[src/rtl/sysbrd_ctl_pkg.sv]
package sysbrd_ctl_pkg;
  localparam int DATA_W = 8;
  localparam int NPORT  = 8;

  typedef enum logic [2:0] {
    P_ZERO = 3'd0, P_A20 = 3'd1, P_SCR0 = 3'd2, P_CFG = 3'd3,
    P_SCR1 = 3'd4, P_SCR2 = 3'd5, P_FRC = 3'd6, P_SCR3 = 3'd7
  } port_e;

  // field positions in the configuration port
  localparam int SER_BIT     = 2;
  localparam int PAR_EN_BIT  = 4;
  localparam int PAR_SEL_LSB = 5;
  localparam logic [1:0] PAR_SEL_RSVD = 2'd3;

  localparam logic [DATA_W-1:0] CFG_RST = 8'h10;
  localparam logic [DATA_W-1:0] FRC_SET = 8'h80;
  localparam logic [DATA_W-1:0] UNMAPPED = 8'hFF;

  typedef struct packed {
    logic [DATA_W-1:0] a20;
    logic [DATA_W-1:0] scr0;
    logic [DATA_W-1:0] cfg;
    logic [DATA_W-1:0] scr1;
    logic [DATA_W-1:0] scr2;
    logic [DATA_W-1:0] frc;
    logic [DATA_W-1:0] scr3;
  } regs_t;

  function automatic logic [15:0] port_addr(input int idx);
    case (idx)
      0:       port_addr = 16'h0091;
      1:       port_addr = 16'h0092;
      2:       port_addr = 16'h0094;
      3:       port_addr = 16'h0102;
      4:       port_addr = 16'h0103;
      5:       port_addr = 16'h0104;
      6:       port_addr = 16'h0105;
      default: port_addr = 16'h0190;
    endcase
  endfunction
endpackage

[src/rtl/sysbrd_port_dec.sv]
module sysbrd_port_dec
  import sysbrd_ctl_pkg::*;
#(
  parameter int ADDR_W = 16
) (
  input  logic [ADDR_W-1:0] addr_i,
  output logic [NPORT-1:0]  hit_o
);
  for (genvar g = 0; g < NPORT; g++) begin : g_hit
    assign hit_o[g] = (addr_i == ADDR_W'(port_addr(g)));
  end
endmodule

[src/rtl/sysbrd_ctl_regs.sv]
module sysbrd_ctl_regs
  import sysbrd_ctl_pkg::*;
(
  input  logic              clk_i,
  input  logic              rst_ni,
  input  logic              wr_i,
  input  logic [NPORT-1:0]  hit_i,
  input  logic [DATA_W-1:0] wdata_i,
  output regs_t             regs_o,
  output logic              cpu_rst_o
);
  regs_t regs_q;
  logic  rst_pulse_q;

  always_ff @(posedge clk_i or negedge rst_ni) begin
    if (!rst_ni) begin
      regs_q      <= '0;
      regs_q.cfg  <= CFG_RST;
      rst_pulse_q <= 1'b0;
    end else begin
      rst_pulse_q <= wr_i && hit_i[P_A20] && wdata_i[0];
      if (wr_i) begin
        if (hit_i[P_A20])  regs_q.a20  <= {wdata_i[DATA_W-1:1], 1'b0}; // reset bit self-clears
        if (hit_i[P_SCR0]) regs_q.scr0 <= wdata_i;
        if (hit_i[P_CFG])  regs_q.cfg  <= wdata_i;
        if (hit_i[P_SCR1]) regs_q.scr1 <= wdata_i;
        if (hit_i[P_SCR2]) regs_q.scr2 <= wdata_i;
        if (hit_i[P_FRC])  regs_q.frc  <= wdata_i;
        if (hit_i[P_SCR3]) regs_q.scr3 <= wdata_i;
      end
    end
  end

  assign regs_o    = regs_q;
  assign cpu_rst_o = rst_pulse_q;
endmodule

[src/rtl/sysbrd_cfg_dec.sv]
module sysbrd_cfg_dec
  import sysbrd_ctl_pkg::*;
(
  input  logic [DATA_W-1:0] cfg_i,
  output logic              ser_en_o,
  output logic              par_en_o,
  output logic [1:0]        par_base_o
);
  logic [1:0] sel;
  assign sel        = cfg_i[PAR_SEL_LSB +: 2];
  assign ser_en_o   = cfg_i[SER_BIT];
  assign par_en_o   = cfg_i[PAR_EN_BIT] && (sel != PAR_SEL_RSVD);
  assign par_base_o = par_en_o ? sel : 2'd0;
endmodule

[src/rtl/sysbrd_ctl_ports.sv]
module sysbrd_ctl_ports
  import sysbrd_ctl_pkg::*;
#(
  parameter int ADDR_W = 16
) (
  input  logic              clk_i,
  input  logic              rst_ni,
  input  logic [ADDR_W-1:0] addr_i,
  input  logic [7:0]        wdata_i,
  input  logic              wr_i,
  input  logic              rd_i,
  output logic [7:0]        rdata_o,
  output logic              a20_en_o,
  output logic              cpu_rst_o,
  output logic              ser_en_o,
  output logic              par_en_o,
  output logic [1:0]        par_base_o
);
  logic [NPORT-1:0]  hit;
  regs_t             regs;
  logic [DATA_W-1:0] rd_mux;

  sysbrd_port_dec #(.ADDR_W(ADDR_W)) u_dec (
    .addr_i (addr_i),
    .hit_o  (hit)
  );

  sysbrd_ctl_regs u_regs (
    .clk_i     (clk_i),
    .rst_ni    (rst_ni),
    .wr_i      (wr_i),
    .hit_i     (hit),
    .wdata_i   (wdata_i),
    .regs_o    (regs),
    .cpu_rst_o (cpu_rst_o)
  );

  sysbrd_cfg_dec u_cfg (
    .cfg_i      (regs.cfg),
    .ser_en_o   (ser_en_o),
    .par_en_o   (par_en_o),
    .par_base_o (par_base_o)
  );

  assign a20_en_o = regs.a20[1];

  always_comb begin
    rd_mux = UNMAPPED;
    if      (hit[P_ZERO]) rd_mux = '0;
    else if (hit[P_A20])  rd_mux = regs.a20;
    else if (hit[P_SCR0]) rd_mux = regs.scr0;
    else if (hit[P_CFG])  rd_mux = regs.cfg;
    else if (hit[P_SCR1]) rd_mux = regs.scr1;
    else if (hit[P_SCR2]) rd_mux = regs.scr2;
    else if (hit[P_FRC])  rd_mux = regs.frc | FRC_SET;
    else if (hit[P_SCR3]) rd_mux = regs.scr3;
  end

  assign rdata_o = rd_i ? rd_mux : '0;
endmodule

[config.mk]
export PLATFORM = sky130hd
export DESIGN_NAME = sysbrd_ctl_ports
export DESIGN_NICKNAME = d
export VERILOG_FILES = /design/src/rtl/sysbrd_ctl_pkg.sv /design/src/rtl/sysbrd_port_dec.sv /design/src/rtl/sysbrd_ctl_regs.sv /design/src/rtl/sysbrd_cfg_dec.sv /design/src/rtl/sysbrd_ctl_ports.sv
export SDC_FILE = /design/constraint.sdc
export NUM_CORES = 1
export LEC_CHECK = 0
export ABC_AREA = 1
export BUFFER_PORTS_ARGS = -buffer_cell sky130_fd_sc_hd__buf_2
export CAP_MARGIN = 10
export CORE_MARGIN = 2
export CORE_UTILIZATION = 62
export DETAILED_ROUTE_END_ITERATION = 8
export MAX_ROUTING_LAYER = met4
export PLACE_DENSITY = 0.85
export SLEW_MARGIN = 20
export SYNTH_ARGS = -nofsm -noshare
export SYNTH_HDL_FRONTEND = slang
export SYNTH_HIERARCHICAL = 1
export SYNTH_SLANG_ARGS = --single-unit
[constraint.sdc]
create_clock -name clk_i -period 2.8 [get_ports clk_i]
set_clock_uncertainty 0.2 [all_clocks]
set_input_delay 0.14 -clock clk_i [delete_from_list [all_inputs] [get_ports clk_i]]
set_output_delay 0.14 -clock clk_i [all_outputs]
set_load 0.02 [all_outputs]
Word level (Yosys, flattened, before mapping)
Cells that the tools add are included.
{ "word_totals": {"ff_bits": 55, "in_bits": 28, "out_inout_bits": 14, "word_cells": 37} }
{ "classes": {"eq_ne": 9, "n_mux": 10, "reduce_logical": 10} }
{ "op_table": {"columns": ["operator", "count"], "rows": [
  ["$eq A16 B9 Y1 const B", 5],
  ["$mux W8", 9],
  ["$eq A16 B8 Y1 const B", 3],
  ["$reduce_and A2 Y1", 7],
  ["$logic_and A1 B1 Y1", 3],
  ["$mux W2", 1],
  ["$ne A2 B2 Y1 const B", 1]
]} }

Logic depth before layout (Yosys ltp)
{ "depth": {"ltp_word": 10, "mapped_depth": 14, "mapped_depth_nobuf": 14} }

Modules after synthesis
Netlist, hierarchy kept.
{ "by_module_without_submodules": {"columns": ["mod", "n_inst", "cells_each", "area_each_um2"], "rows": [
  ["sysbrd_ctl_regs", 1, 246, 2252.2],
  ["sysbrd_ctl_ports", 1, 139, 649.4],
  ["sysbrd_port_dec", 1, 59, 249.0],
  ["sysbrd_cfg_dec", 1, 9, 45.0]
]} }

Least setup slack after synthesis
OpenSTA, ideal clock, no wires.
{ "synth_path": {"path_type": "input-to-output", "startpoint": "input addr_i[12]", "endpoint": "output rdata_o[7]", "t_arrival_ns": 1.432, "required_time_ns": 2.460, "setup_slack_ns": 1.028, "cell_stages": 13, "path_cell_list": "inv_1 nand2_1 nor2_2 nand2_2 nor2_1 buf_6 buf_8 nor2_1 nand2_1 o211ai_1 nand2_1 nand2_1 a21oi_1"} }
{ "synth_via": {"word_cells_on_any_way": 17, "cone_classes": "eq/ne: 8; mux: 9"} }
{ "synth_rtl": {"columns": ["element", "line_no", "rtl"], "rows": [
  ["start, declared", "sysbrd_ctl_ports.sv:8", "input logic [ADDR_W-1:0] addr_i,"],
  ["$eq A16 B9 Y1", "sysbrd_port_dec.sv:10", "assign hit_o[g] = (addr_i == ADDR_W'(port_addr(g)));"],
  ["net hit[5]", "sysbrd_ctl_ports.sv:19", "logic [NPORT-1:0] hit;"],
  ["$mux W8", "sysbrd_ctl_ports.sv:54", "else if (hit[P_SCR2]) rd_mux = regs.scr2;"],
  ["$mux W8", "sysbrd_ctl_ports.sv:53", "else if (hit[P_SCR1]) rd_mux = regs.scr1;"],
  ["$mux W8", "sysbrd_ctl_ports.sv:52", "else if (hit[P_CFG]) rd_mux = regs.cfg;"],
  ["$mux W8", "sysbrd_ctl_ports.sv:51", "else if (hit[P_SCR0]) rd_mux = regs.scr0;"],
  ["$mux W8", "sysbrd_ctl_ports.sv:50", "else if (hit[P_A20]) rd_mux = regs.a20;"],
  ["$mux W8", "sysbrd_ctl_ports.sv:49", "if (hit[P_ZERO]) rd_mux = '0;"],
  ["$mux W8", "sysbrd_ctl_ports.sv:59", "assign rdata_o = rd_i ? rd_mux : '0;"],
  ["end, declared", "sysbrd_ctl_ports.sv:12", "output logic [7:0] rdata_o,"]
]} }
The timed path passes the listed nets, and every way through them passes these cells.

Final worst setup path
{ "layout_path": {"startpoint": "input addr_i[3]", "endpoint": "output rdata_o[0]"} }
{ "layout_via": {"elab_chain_len": 10, "word_cells_on_any_way": 17, "cone_classes": "eq/ne: 8; mux: 9"} }
{ "layout_lines": {"columns": ["element", "line_no", "rtl"], "rows": [
  ["$eq A16 B9 Y1", "sysbrd_port_dec.sv:10", null],
  ["net hit[7]", "sysbrd_ctl_ports.sv:19", null],
  ["$mux W8", "sysbrd_ctl_ports.sv:56", "else if (hit[P_SCR3]) rd_mux = regs.scr3;"],
  ["$mux W8", "sysbrd_ctl_ports.sv:55", "else if (hit[P_FRC]) rd_mux = regs.frc | FRC_SET;"],
  ["$mux W8", "sysbrd_ctl_ports.sv:54", null],
  ["$mux W8", "sysbrd_ctl_ports.sv:53", null],
  ["$mux W8", "sysbrd_ctl_ports.sv:52", null],
  ["$mux W8", "sysbrd_ctl_ports.sv:51", null],
  ["$mux W8", "sysbrd_ctl_ports.sv:50", null],
  ["$mux W8", "sysbrd_ctl_ports.sv:49", null],
  ["$mux W8", "sysbrd_ctl_ports.sv:59", null]
]} }
The timed path passes the listed nets, and every way through them passes these cells.

==> impl_metrics.env <==
export IMPL_status="finished, final reports clean"
export IMPL_antenna_found_initial=0
export IMPL_cts_path_max_buffers=2
export IMPL_final_nets=520
export IMPL_final_cells=560
export IMPL_synth_cells=449
export IMPL_diodes=0
export IMPL_worstMarginPinSlew_ns=0.6306
export IMPL_setup_worst_path_start_class="primary input"
export IMPL_die_h_um=75.37
export IMPL_pin_count=42
export IMPL_worstPathArrival_ns=1.77
export IMPL_cts_tree="built"
export IMPL_path_class="primary input to primary output"
export IMPL_clkSinkCount=55
export IMPL_drt_wl_total_um=7546
export IMPL_dp_final_hpwl_um=5190
export IMPL_finalSetupViolations=0
export IMPL_core_um2=4817
export IMPL_finalHoldViolCount=0
export IMPL_vias=3047
export IMPL_numCtsBuffers=5
export IMPL_cts_setup_buffers=0
export IMPL_grt_overflow=0
export IMPL_drc=0
export IMPL_cts_resized=0
export IMPL_finalCriticalPeriod_ns=2.111
export IMPL_maxCapViolCount=0
export IMPL_ant_nets=0
export IMPL_portBuffers=41
export IMPL_cellPowerDensity_nw_per_um2=426.0
export IMPL_hold_buffers=9
export IMPL_gp_congestion=0.9458
export IMPL_avgRoutedWirePerCell_um=13.48
export IMPL_drive_above_1_share=0.1623
export IMPL_synth_fp_nets=477
export IMPL_start_util=0.6556
export IMPL_ir_drop_v=0.0003079
export IMPL_via_per_inst=5.441
export IMPL_finalSetupTns_ns=0
export IMPL_hold_class="primary input to asynchronous set/reset pin"
export IMPL_cp_end_kind="primary output"
export IMPL_fmax_ghz=0.4738
export IMPL_grt_pass1_vias=2747
export IMPL_h_tree_depth=2
export IMPL_design_die_area_um2=5681
export IMPL_synth_avg_cell_area_um2=7.033
export IMPL_die_width_um=75.37
export IMPL_clk_pin_slew_worst_paths_ns=0.10
export IMPL_clkLatencyLatePin_ns=0.30
export IMPL_grt_pass1_wl_um=12360
export IMPL_firstDrtPassIters=5
export IMPL_drt_iter0_drc=340
export IMPL_p_leak_uw=0.002044
export IMPL_period_share=0.7538
export IMPL_yosys_warnings=6
export IMPL_syn_cell_area_um2=3158
export IMPL_rsz0062_at_grt="false"
export IMPL_critical_path_required_ns=2.46
export IMPL_area_delta_synth_final_pct=13.71
export IMPL_final_max_slew_violation_count=0
export IMPL_cp_max_fo=10
export IMPL_globalRouteTotalUtil=0.2960
export IMPL_grt_max_degree=33
export IMPL_root_buffer="clkbuf_8"
export IMPL_dp_cells=543
export IMPL_row_count=25
export IMPL_slew_headroom=0.5796
-- worst max-delay path, stage by stage --
cell     delay [ns]
buf_2          0.10
inv_1          0.06
nand2_1        0.11
nor2_1         0.12
nand2_1        0.07
nor2_1         0.08
buf_4          0.18
inv_1          0.08
nor2_4         0.17
nand2_1        0.07
nand2_1        0.08
nand2_1        0.07
nand2_1        0.07
nand2_1        0.04
nand2_1        0.09
a21oi_1        0.06
buf_2          0.16
-- power breakdown --
group	total (uW)	internal [uW]	switching, uW
Clock	613	357	256
Combinational	122	40.3	81.9
Sequential	794	794	0.176
-- state kept, by name (all words and copies together) (netlist names) --
| signal | count |
|---|---|
| u_regs/regs_o | 54 |
| u_regs/cpu_rst_o | 1 |
-- cells in the final DEF (no fill, tap or decap), drive strengths merged --
master and instances:
or2 7, dfstp 1, dfrtp 54, dlygate4sd3 9
o211ai 1, o21ai 8, a21oi 32, bufinv 2
nand2 184, inv 42, buf 51, nor2 39
nand3 56, conb 1, clkbuf 6
-- through the flow --
| step | setup slack (ns) | util | hold WS [ns] | power [uW] | cell area (um2) |
|---|---|---|---|---|---|
| global placement | 0.7239 | 0.6992 | -0.1613 | 920.9 | 3368 |
| global route | 0.4805 | 0.7455 | 0.06722 | 1583 | 3591 |
| finish | 0.6894 | 0.7455 | 0.02734 | 1530 | 3591 |
| floorplan | 1.028 | - | -0.3556 | 859.6 | 3158 |
| detailed placement | 0.6845 | 0.6992 | -0.1663 | 922.2 | 3368 |
| CTS | 0.6777 | 0.7455 | 0.03863 | 1533 | 3591 |
-- final timing paths --
kind                              startpoint           endpoint  slack, ns  cells past startpoint
max                                addr_i[3]         rdata_o[0]       0.69                     17
min                                   rst_ni  u_regs/regs_o[11]       0.03                      2
max reg2reg                u_regs/regs_o[36]  u_regs/regs_o[36]       1.84                      2
min reg2reg                u_regs/regs_o[54]  u_regs/regs_o[54]       0.28                      2
max in group asynchronous             rst_ni  u_regs/regs_o[46]       1.73                      3
min in group clk_i                      wr_i   u_regs/regs_o[5]       0.16                      3
-- metal layers --
layer  track usage  vias up  share of wire
li1              -     1466              -
met1        0.3891     1400           0.42
met2        0.4541      157           0.47
met3       0.04894       24          0.080
met4        0.1306        0          0.025
met5             -        -              0
-- final cells by class --
cell class,count,area [um2]
clock buffers,6,72.57
clock inverters,2,60.06
fillers,390,1226
inverters,42,157.7
multi-input cells,328,1456
flip-flops and latches,55,1378
well taps,67,83.83
repair buffers,60,382.9
No activity file was read; power rests on OpenSTA's default activity.
